--- src/rtl/stl_pkg.sv ---
package stl_pkg;

  typedef enum logic [1:0] {ST_IDLE, ST_REF, ST_TRACK} stl_state_e;
  typedef enum logic {MD_CHIP, MD_WALSH} stl_mode_e;

  localparam int CHIPS = 11;
  // bit b weights the sample received b chips ago; bit 10 is the first code chip
  localparam logic [CHIPS-1:0] BARKER = 11'b10110111000;

endpackage

--- src/rtl/stl_chip_power.sv ---
module stl_chip_power
  import stl_pkg::*;
#(
  parameter int SAMP_W = 8,
  parameter int POW_W  = 2*SAMP_W+7
) (
  input  logic                     clk,
  input  logic                     rst,
  input  logic                     clr,
  input  logic                     chip_v,
  input  logic signed [SAMP_W-1:0] chip_re,
  input  logic signed [SAMP_W-1:0] chip_im,
  output logic                     sym_v,
  output logic [POW_W-1:0]         sym_pow
);
  localparam int CORR_W = SAMP_W + 4;
  localparam int IDX_W  = $clog2(CHIPS);
  localparam int WIN_LO = CHIPS / 3;
  localparam int WIN_HI = (2 * CHIPS) / 3;

  logic signed [SAMP_W-1:0] sr_re [CHIPS];
  logic signed [SAMP_W-1:0] sr_im [CHIPS];
  logic [IDX_W-1:0] idx, idx1;
  logic             v1;
  logic [POW_W-1:0] win_max;

  // delay line: stage 0 takes the new chip, each later stage the one before
  for (genvar k = 0; k < CHIPS; k++) begin : g_tap
    always_ff @(posedge clk) begin
      if (rst || clr) begin
        sr_re[k] <= '0;
        sr_im[k] <= '0;
      end else if (chip_v) begin
        if (k == 0) begin
          sr_re[k] <= chip_re;
          sr_im[k] <= chip_im;
        end else begin
          sr_re[k] <= sr_re[k-1];
          sr_im[k] <= sr_im[k-1];
        end
      end
    end
  end

  logic signed [CORR_W-1:0]   acc_re, acc_im;
  logic signed [2*CORR_W-1:0] sq_re, sq_im;
  logic [POW_W-1:0]           p_now;

  always_comb begin
    acc_re = '0;
    acc_im = '0;
    for (int j = 0; j < CHIPS; j++) begin
      if (BARKER[j]) begin
        acc_re = acc_re + CORR_W'(sr_re[j]);
        acc_im = acc_im + CORR_W'(sr_im[j]);
      end else begin
        acc_re = acc_re - CORR_W'(sr_re[j]);
        acc_im = acc_im - CORR_W'(sr_im[j]);
      end
    end
  end

  assign sq_re = acc_re * acc_re;
  assign sq_im = acc_im * acc_im;
  assign p_now = sq_re[POW_W-1:0] + sq_im[POW_W-1:0];

  always_ff @(posedge clk) begin
    sym_v <= 1'b0;
    if (rst || clr) begin
      idx     <= '0;
      idx1    <= '0;
      v1      <= 1'b0;
      win_max <= '0;
      sym_pow <= '0;
    end else begin
      v1   <= chip_v;
      idx1 <= idx;
      if (chip_v) idx <= (idx == IDX_W'(CHIPS-1)) ? '0 : idx + 1'b1;
      if (v1) begin
        if (idx1 >= IDX_W'(WIN_LO) && idx1 <= IDX_W'(WIN_HI) && p_now > win_max)
          win_max <= p_now;
        if (idx1 == IDX_W'(CHIPS-1)) begin
          sym_pow <= win_max;
          sym_v   <= 1'b1;
          win_max <= '0;
        end
      end
    end
  end

endmodule

--- src/rtl/stl_gain_norm.sv ---
module stl_gain_norm #(
  parameter int POW_W  = 23,
  parameter int GAIN_W = 3
) (
  input  logic              clk,
  input  logic              rst,
  input  logic              in_v,
  input  logic [POW_W-1:0]  in_pow,
  input  logic [GAIN_W-1:0] gain_idx,
  output logic              out_v,
  output logic [POW_W-1:0]  out_pow
);
  localparam int NG = 1 << GAIN_W;

  logic [8:0] recip [NG];
  for (genvar g = 0; g < NG; g++) begin : g_lut
    assign recip[g] = 9'(256 / (g + 1));
  end

  logic [POW_W+8:0] prod;
  assign prod = in_pow * recip[gain_idx];

  always_ff @(posedge clk) begin
    if (rst) begin
      out_v   <= 1'b0;
      out_pow <= '0;
    end else begin
      out_v <= in_v;
      if (in_v) out_pow <= prod[POW_W+7:8];
    end
  end

  assert_norm_le_R3: assert property (@(posedge clk) disable iff (rst)
    out_v |-> (out_pow <= $past(in_pow)));

endmodule

--- src/rtl/stl_window_acc.sv ---
module stl_window_acc #(
  parameter int POW_W = 23,
  parameter int HIST  = 16,
  parameter int SUM_W = 29
) (
  input  logic             clk,
  input  logic             rst,
  input  logic             clr,
  input  logic             push,
  input  logic [POW_W-1:0] val,
  input  logic [$clog2(HIST):0] cur_len,
  input  logic             ref_en,
  output logic [SUM_W-1:0] cur_sum,
  output logic [SUM_W-1:0] ref_sum
);
  localparam int HA_W = $clog2(HIST);

  logic [POW_W-1:0] hist_mem [HIST];
  logic [HA_W-1:0]  wr;
  logic [HA_W:0]    filled;
  logic [HA_W-1:0]  rd;
  logic [POW_W-1:0] leave;

  assign rd    = wr - cur_len[HA_W-1:0];
  assign leave = (filled >= cur_len) ? hist_mem[rd] : '0;

  always_ff @(posedge clk) begin
    if (push) hist_mem[wr] <= val;
  end

  always_ff @(posedge clk) begin
    if (rst || clr) begin
      wr      <= '0;
      filled  <= '0;
      cur_sum <= '0;
      ref_sum <= '0;
    end else if (push) begin
      wr      <= wr + 1'b1;
      if (filled != (HA_W+1)'(HIST)) filled <= filled + 1'b1;
      cur_sum <= cur_sum + SUM_W'(val) - SUM_W'(leave);
      if (ref_en) ref_sum <= ref_sum + SUM_W'(val);
    end
  end

  assert_ref_frozen_R4: assert property (@(posedge clk) disable iff (rst || clr)
    (!ref_en) |=> $stable(ref_sum));

endmodule

--- src/rtl/symtrack_loop.sv ---
module symtrack_loop
  import stl_pkg::*;
#(
  parameter int SAMP_W       = 8,
  parameter int GAIN_W       = 3,
  parameter int REF_CHIP     = 32,
  parameter int CUR_CHIP     = 16,
  parameter int REF_WALSH    = 16,
  parameter int CUR_WALSH    = 8,
  parameter int EVAL_EVERY   = 4,
  parameter int STEADY_EVERY = 8,
  parameter int DERATE_Q8    = 230
) (
  input  logic                     clk,
  input  logic                     rst,
  input  logic                     acq_done,
  input  logic                     chip_valid,
  input  logic signed [SAMP_W-1:0] chip_re,
  input  logic signed [SAMP_W-1:0] chip_im,
  input  logic                     walsh_valid,
  input  logic [2*SAMP_W+6:0]      walsh_pow,
  input  logic [GAIN_W-1:0]        gain_idx,
  input  logic                     preamble_end,
  input  logic                     rate_high,
  output logic                     adj_pulse,
  output logic                     adj_dir
);
  localparam int POW_W = 2*SAMP_W + 7;
  localparam int HIST  = CUR_CHIP;
  localparam int HA_W  = $clog2(HIST);
  localparam int RC_W  = $clog2(REF_CHIP + 1);
  localparam int SUM_W = POW_W + RC_W;
  localparam int CMP_W = SUM_W + RC_W + 9;
  localparam int EV_W  = $clog2(EVAL_EVERY);
  localparam int SD_W  = $clog2(STEADY_EVERY);

  stl_state_e state;
  stl_mode_e  mode;
  logic [RC_W-1:0] ref_cnt;
  logic [EV_W-1:0] trk_cnt;
  logic [SD_W-1:0] sdy_cnt;
  logic dir_q, last_adj, eval_q;

  logic go_walsh, running;
  assign running  = (state != ST_IDLE);
  assign go_walsh = preamble_end && rate_high && running && (mode == MD_CHIP);

  // symbol sources
  logic             chip_sym_v;
  logic [POW_W-1:0] chip_sym_pow;
  stl_chip_power #(.SAMP_W(SAMP_W), .POW_W(POW_W)) u_chip (
    .clk(clk), .rst(rst), .clr(acq_done),
    .chip_v(chip_valid && running && (mode == MD_CHIP)),
    .chip_re(chip_re), .chip_im(chip_im),
    .sym_v(chip_sym_v), .sym_pow(chip_sym_pow)
  );

  logic             raw_v;
  logic [POW_W-1:0] raw_pow;
  logic             walsh_take, chip_take;
  assign walsh_take = walsh_valid && running && (mode == MD_WALSH);
  assign chip_take  = chip_sym_v && (mode == MD_CHIP);
  assign raw_v      = walsh_take || chip_take;
  assign raw_pow    = chip_take ? chip_sym_pow : walsh_pow;

  logic             nv;
  logic [POW_W-1:0] npow;
  stl_gain_norm #(.POW_W(POW_W), .GAIN_W(GAIN_W)) u_norm (
    .clk(clk), .rst(rst), .in_v(raw_v), .in_pow(raw_pow),
    .gain_idx(gain_idx), .out_v(nv), .out_pow(npow)
  );

  logic [HA_W:0]    cur_len;
  logic [RC_W-1:0]  ref_len;
  logic [SUM_W-1:0] cur_sum, ref_sum;
  assign cur_len = (mode == MD_WALSH) ? (HA_W+1)'(CUR_WALSH) : (HA_W+1)'(CUR_CHIP);
  assign ref_len = (mode == MD_WALSH) ? RC_W'(REF_WALSH) : RC_W'(REF_CHIP);

  stl_window_acc #(.POW_W(POW_W), .HIST(HIST), .SUM_W(SUM_W)) u_acc (
    .clk(clk), .rst(rst), .clr(acq_done || go_walsh),
    .push(nv && running), .val(npow), .cur_len(cur_len),
    .ref_en(state == ST_REF), .cur_sum(cur_sum), .ref_sum(ref_sum)
  );

  // averages compared by cross-multiplying the window lengths
  logic [CMP_W-1:0] lhs, rhs;
  logic             behind, nxt_dir;
  always_comb begin
    lhs = CMP_W'(cur_sum) * CMP_W'(ref_len);
    rhs = CMP_W'(ref_sum) * CMP_W'(cur_len);
    if (mode == MD_WALSH) begin
      lhs = lhs << 8;
      rhs = rhs * CMP_W'(DERATE_Q8);
    end
  end
  assign behind  = (lhs < rhs);
  assign nxt_dir = last_adj ? ~dir_q : dir_q;

  always_ff @(posedge clk) begin
    adj_pulse <= 1'b0;
    if (rst) begin
      state    <= ST_IDLE;
      mode     <= MD_CHIP;
      ref_cnt  <= '0;
      trk_cnt  <= '0;
      sdy_cnt  <= '0;
      dir_q    <= 1'b0;
      last_adj <= 1'b0;
      eval_q   <= 1'b0;
      adj_dir  <= 1'b0;
    end else if (acq_done || go_walsh) begin
      state    <= ST_REF;
      mode     <= acq_done ? MD_CHIP : MD_WALSH;
      ref_cnt  <= '0;
      trk_cnt  <= '0;
      sdy_cnt  <= '0;
      last_adj <= 1'b0;
      eval_q   <= 1'b0;
    end else begin
      eval_q <= 1'b0;
      if (nv && state == ST_REF) begin
        ref_cnt <= ref_cnt + 1'b1;
        if (sdy_cnt == SD_W'(STEADY_EVERY-1)) begin
          sdy_cnt   <= '0;
          adj_pulse <= 1'b1;
          adj_dir   <= 1'b1;
        end else begin
          sdy_cnt <= sdy_cnt + 1'b1;
        end
        if (ref_cnt + 1'b1 == ref_len) begin
          state    <= ST_TRACK;
          trk_cnt  <= '0;
          dir_q    <= 1'b1;
          last_adj <= 1'b0;
        end
      end else if (nv && state == ST_TRACK) begin
        if (trk_cnt == EV_W'(EVAL_EVERY-1)) begin
          trk_cnt <= '0;
          eval_q  <= 1'b1;
        end else begin
          trk_cnt <= trk_cnt + 1'b1;
        end
      end
      if (eval_q) begin
        if (behind) begin
          adj_pulse <= 1'b1;
          adj_dir   <= nxt_dir;
          dir_q     <= nxt_dir;
          last_adj  <= 1'b1;
        end else begin
          last_adj <= 1'b0;
        end
      end
    end
  end

  assert_one_cycle_R11: assert property (@(posedge clk) disable iff (rst)
    adj_pulse |=> !adj_pulse);

  assert_idle_silent_R10: assert property (@(posedge clk) disable iff (rst)
    (state == ST_IDLE) |=> !adj_pulse);

  assert_steady_fwd_R6: assert property (@(posedge clk) disable iff (rst)
    (state == ST_REF && nv && !acq_done && !go_walsh) |=> (!adj_pulse || adj_dir));

  assert_walsh_hold_R8: assert property (@(posedge clk) disable iff (rst)
    (mode == MD_WALSH && !acq_done) |=> (mode == MD_WALSH));

  assert_low_rate_R9: assert property (@(posedge clk) disable iff (rst)
    (preamble_end && !rate_high && !acq_done) |=> ($stable(mode) && $stable(ref_cnt)));

endmodule

--- config.mk ---
export PLATFORM = sky130hd
export DESIGN_NAME = symtrack_loop
export DESIGN_NICKNAME = d
export VERILOG_FILES = /design/src/rtl/stl_pkg.sv /design/src/rtl/stl_chip_power.sv /design/src/rtl/stl_gain_norm.sv /design/src/rtl/stl_window_acc.sv /design/src/rtl/symtrack_loop.sv
export SDC_FILE = /design/constraint.sdc
export NUM_CORES = 2
export LEC_CHECK = 0
export BUFFER_PORTS_ARGS = -buffer_cell sky130_fd_sc_hd__buf_2
export CELL_PAD_IN_SITES_DETAIL_PLACEMENT = 0
export CELL_PAD_IN_SITES_GLOBAL_PLACEMENT = 1
export CORE_ASPECT_RATIO = 1.25
export CORE_MARGIN = 2
export CORE_UTILIZATION = 30
export DETAILED_ROUTE_END_ITERATION = 16
export HOLD_SLACK_MARGIN = 0.02
export PLACE_DENSITY_LB_ADDON = 0.1
export SETUP_SLACK_MARGIN = 0.2
export SKIP_CTS_REPAIR_TIMING = 1
export SYNTH_ARGS = -nofsm -noshare
export SYNTH_HDL_FRONTEND = slang
export SYNTH_SLANG_ARGS = --single-unit
--- constraint.sdc ---
create_clock -name clk -period 20.2 [get_ports clk]
set_clock_uncertainty 0.1 [all_clocks]
set_input_delay 2.02 -clock clk [delete_from_list [all_inputs] [get_ports clk]]
set_output_delay 2.02 -clock clk [all_outputs]
set_load 0.03 [all_outputs]
==> summary.md <==
| Metric | Value |
|---|---|
| Final setup margin | `4.738 ns` |
| Worst Path Buf+Inv | `10` |
| Largest net degree at the start of global routing | `129` |
| Share of layout cells above drive strength 1 | `8.704%` |
| Worst min-delay path category | `flip-flop to flip-flop` |
| Inserted Clock Buffers | `80` |
| Most frequent cells in the layout | `inv_1, fa_1, edfxtp_1` |
| DRC viols | `0` |
| GRT Util Overall | `16.90%` |
| Htree depth | `3` |
| Cells on Worst Hold Path | `2` |
| DP HPWL | `135300 um` |
| Slew of the pin with the lowest slew margin | `1.120 ns` |
| Initial antenna violation count | `25` |
| Syn Area/Cell | `10.64 um2` |
| Multi-input gate area | `37580 um2` |
| Drt first pass iters | `5` |
| DR vias/cell | `4.629` |
| WL/cell | `20.02 um` |
| Slowest stage delay, CP | `0.71 ns` |
| Clk pin slew, worst setup/hold paths | `0.06 ns` |
| Final ANT Viol Nets | `0` |
| Crit Path Class | `flip-flop to flip-flop` |
| CP endpoint kind | `flip-flop` |
| Crit share post-route | `76.55%` |
| Register area share after synthesis | `31.87%` |
| Setup-failing EPs final | `0` |
| Async set-reset flop share out of synthesis | `0%` |
| Startpoint class of the critical path | `flip-flop` |
| Synth cell types | `81` |
| Slew HR | `25.28%` |
| CP dominant cell by count | `fa_1` |
| Setup TNS | `0 ns` |
| Fmax | `64.67 MHz` |
| R2R depth | `52` |
| Crit path DAT | `15.87 ns` |
| Run status | `finished clean` |
| RSZ-0062 raised after global routing | `no` |
| Final Wtd Congestion | `0.7943` |
| Post-synth EDFFs | `544` |
| Crit path time final | `15.46 ns` |
| Yosys synthesis warning count | `0` |
| Fillers | `21030` |
| Crit path max-delay cell type | `nor3_2` |
| Register bit total from synthesis | `710` |
| Final #Nets | `7162` |
| Via count | `40250` |
| Maximum clock path buffer count | `3` |
| CP top delay family | `adder cells` |
| Die ar. | `209300 um2` |
| 1st-iter DRT viols | `1663` |
| Primary FF master, synth | `edfxtp_1` |
| Synth Cell Area | `61680 um2` |
| Worst skew pair latency | `0.73 ns` |
| Critical Path RT | `20.60 ns` |
| Stages on the worst setup path | `52` |
| CTS Root Cell | `clkbuf_16` |
| Max Cap Viol | `0` |
| FF+latch area | `19670 um2` |
| Die Y | `510.9 um` |
| Drt total wl | `174100 um` |
| First-pass GRT wire length | `270900 um` |
| Num rows | `186` |
| Worst Path Max Fanout | `19` |
| I/O Buffers | `50` |
| Pre-CTS setup slack | `4.712 ns` |
| Cells after Synth | `5799` |
| Area of the core | `204800 um2` |
| GRT overflow | `0` |
| Die W | `409.6 um` |
| Clock Sinks | `710` |
| Final hold violation count | `0` |
| Area delta synth->final | `10.93%` |
| TritonCTS clock tree | `yes` |
| Slew Limit Fails | `0` |
| Initial core utilization | `30.12%` |
| Vias in the first global route | `44310` |
| Commonest non-fill, non-tap cell in the layout | `inv_1` |
| Ports | `51` |
area by class of cell:
class | instances | area share (%)
inverter | 1098 | 6.024
tap | 2726 | 4.985
sequential | 710 | 28.75
clock buffer | 104 | 3.116
clock inverter | 44 | 0.7900
timing repair buffer | 141 | 1.383
antenna | 6 | 0.02194
multi-input combinational | 3866 | 54.93
kinds of logic after synthesis:
logic type                 after synthesis  share of synthesized area [%]
buffers and inverters                 1277                          7.784
other                                    2                        0.01218
xor gates and xnor gates               214                          3.039
and+or+nand+nor                       1428                          10.93
AOI/OAI and AO/OA                      732                          7.476
muxes                                  220                          6.021
DFF                                    710                          31.87
adders and majority gates             1216                          32.86
stage by stage:
stage               util (%)  instances  area [um2]  hold WS (ns)
global placement       32.10       8541       65730        0.3395
finish                 33.41       8695       68420        0.3327
CTS                    33.40       8689       68400        0.3368
detailed placement     32.10       8541       65730        0.3466
floorplan                  -       5853       61880        0.3319
global route           33.40       8692       68410        0.3707
Yosys cell counts (47+ instances only):
library cell / count / area share, %
xor2_1: 80 / 1.1
ha_1: 543 / 11
dfxtp_1: 166 / 5.4
edfxtp_1: 544 / 26
nand2_1: 480 / 2.9
and2_1: 54 / 0.55
mux2i_1: 47 / 0.76
mux4_2: 115 / 4.2
nor2_1: 326 / 2.0
mux2_2: 58 / 1.1
and3_1: 138 / 1.4
nor3_1: 129 / 1.0
nand3_1: 59 / 0.48
xnor2_1: 134 / 1.9
fa_1: 673 / 22
a21oi_1: 259 / 2.1
a21o_1: 71 / 0.86
clkbuf_1: 156 / 0.95
nor2b_1: 63 / 0.64
inv_1: 1090 / 6.6
o21ai_0: 155 / 1.3
worst register-to-register path: cells and delay by family (launching register included):
family / cells / cell delay, ns
fa+ha+maj: 18 / 7.73
compound gates: 15 / 3.65
simple gates: 6 / 1.38
buf+inv: 10 / 1.36
xor+xnor: 2 / 0.42
flops: 1 / 0.40
mux: 1 / 0.22
state kept, by name, indices dropped and copies added, names as in the netlist, 3 cells and up:
register,count
ref_cnt,6
sdy_cnt,3
u_acc.cur_sum,29
u_acc.filled,5
u_acc.hist_mem,368
u_acc.ref_sum,29
u_acc.wr,4
u_chip.idx,4
u_chip.idx1,4
u_chip.sr_im,88
u_chip.sr_re,88
u_chip.sym_pow,23
u_chip.win_max,23
u_norm.out_pow,23
path summary, 6_finish.rpt:
kind	from	to	slack, ns
worst max-delay path	u_chip.sr_re[0][1]	u_chip.win_max[20]	4.74
worst min-delay path	u_chip.win_max[20]	u_chip.sym_pow[20]	0.33
worst max register to register	u_chip.sr_re[0][1]	u_chip.win_max[20]	4.74
worst min register to register	u_chip.win_max[20]	u_chip.sym_pow[20]	0.33
per-layer routing:
metal  up-vias  part of all wire [%]  global-route usage, %
met5         -                  0.11                      0
met4        32                   1.8                  3.581
met3       174                   2.7                  2.104
met2       383                    53                  31.58
met1     20190                    42                  20.55
li1      19460                     -                      -
Power is left out: the tool's default activity adds up to more than one toggle a clock period on the data nets, which glitch-free logic cannot reach.
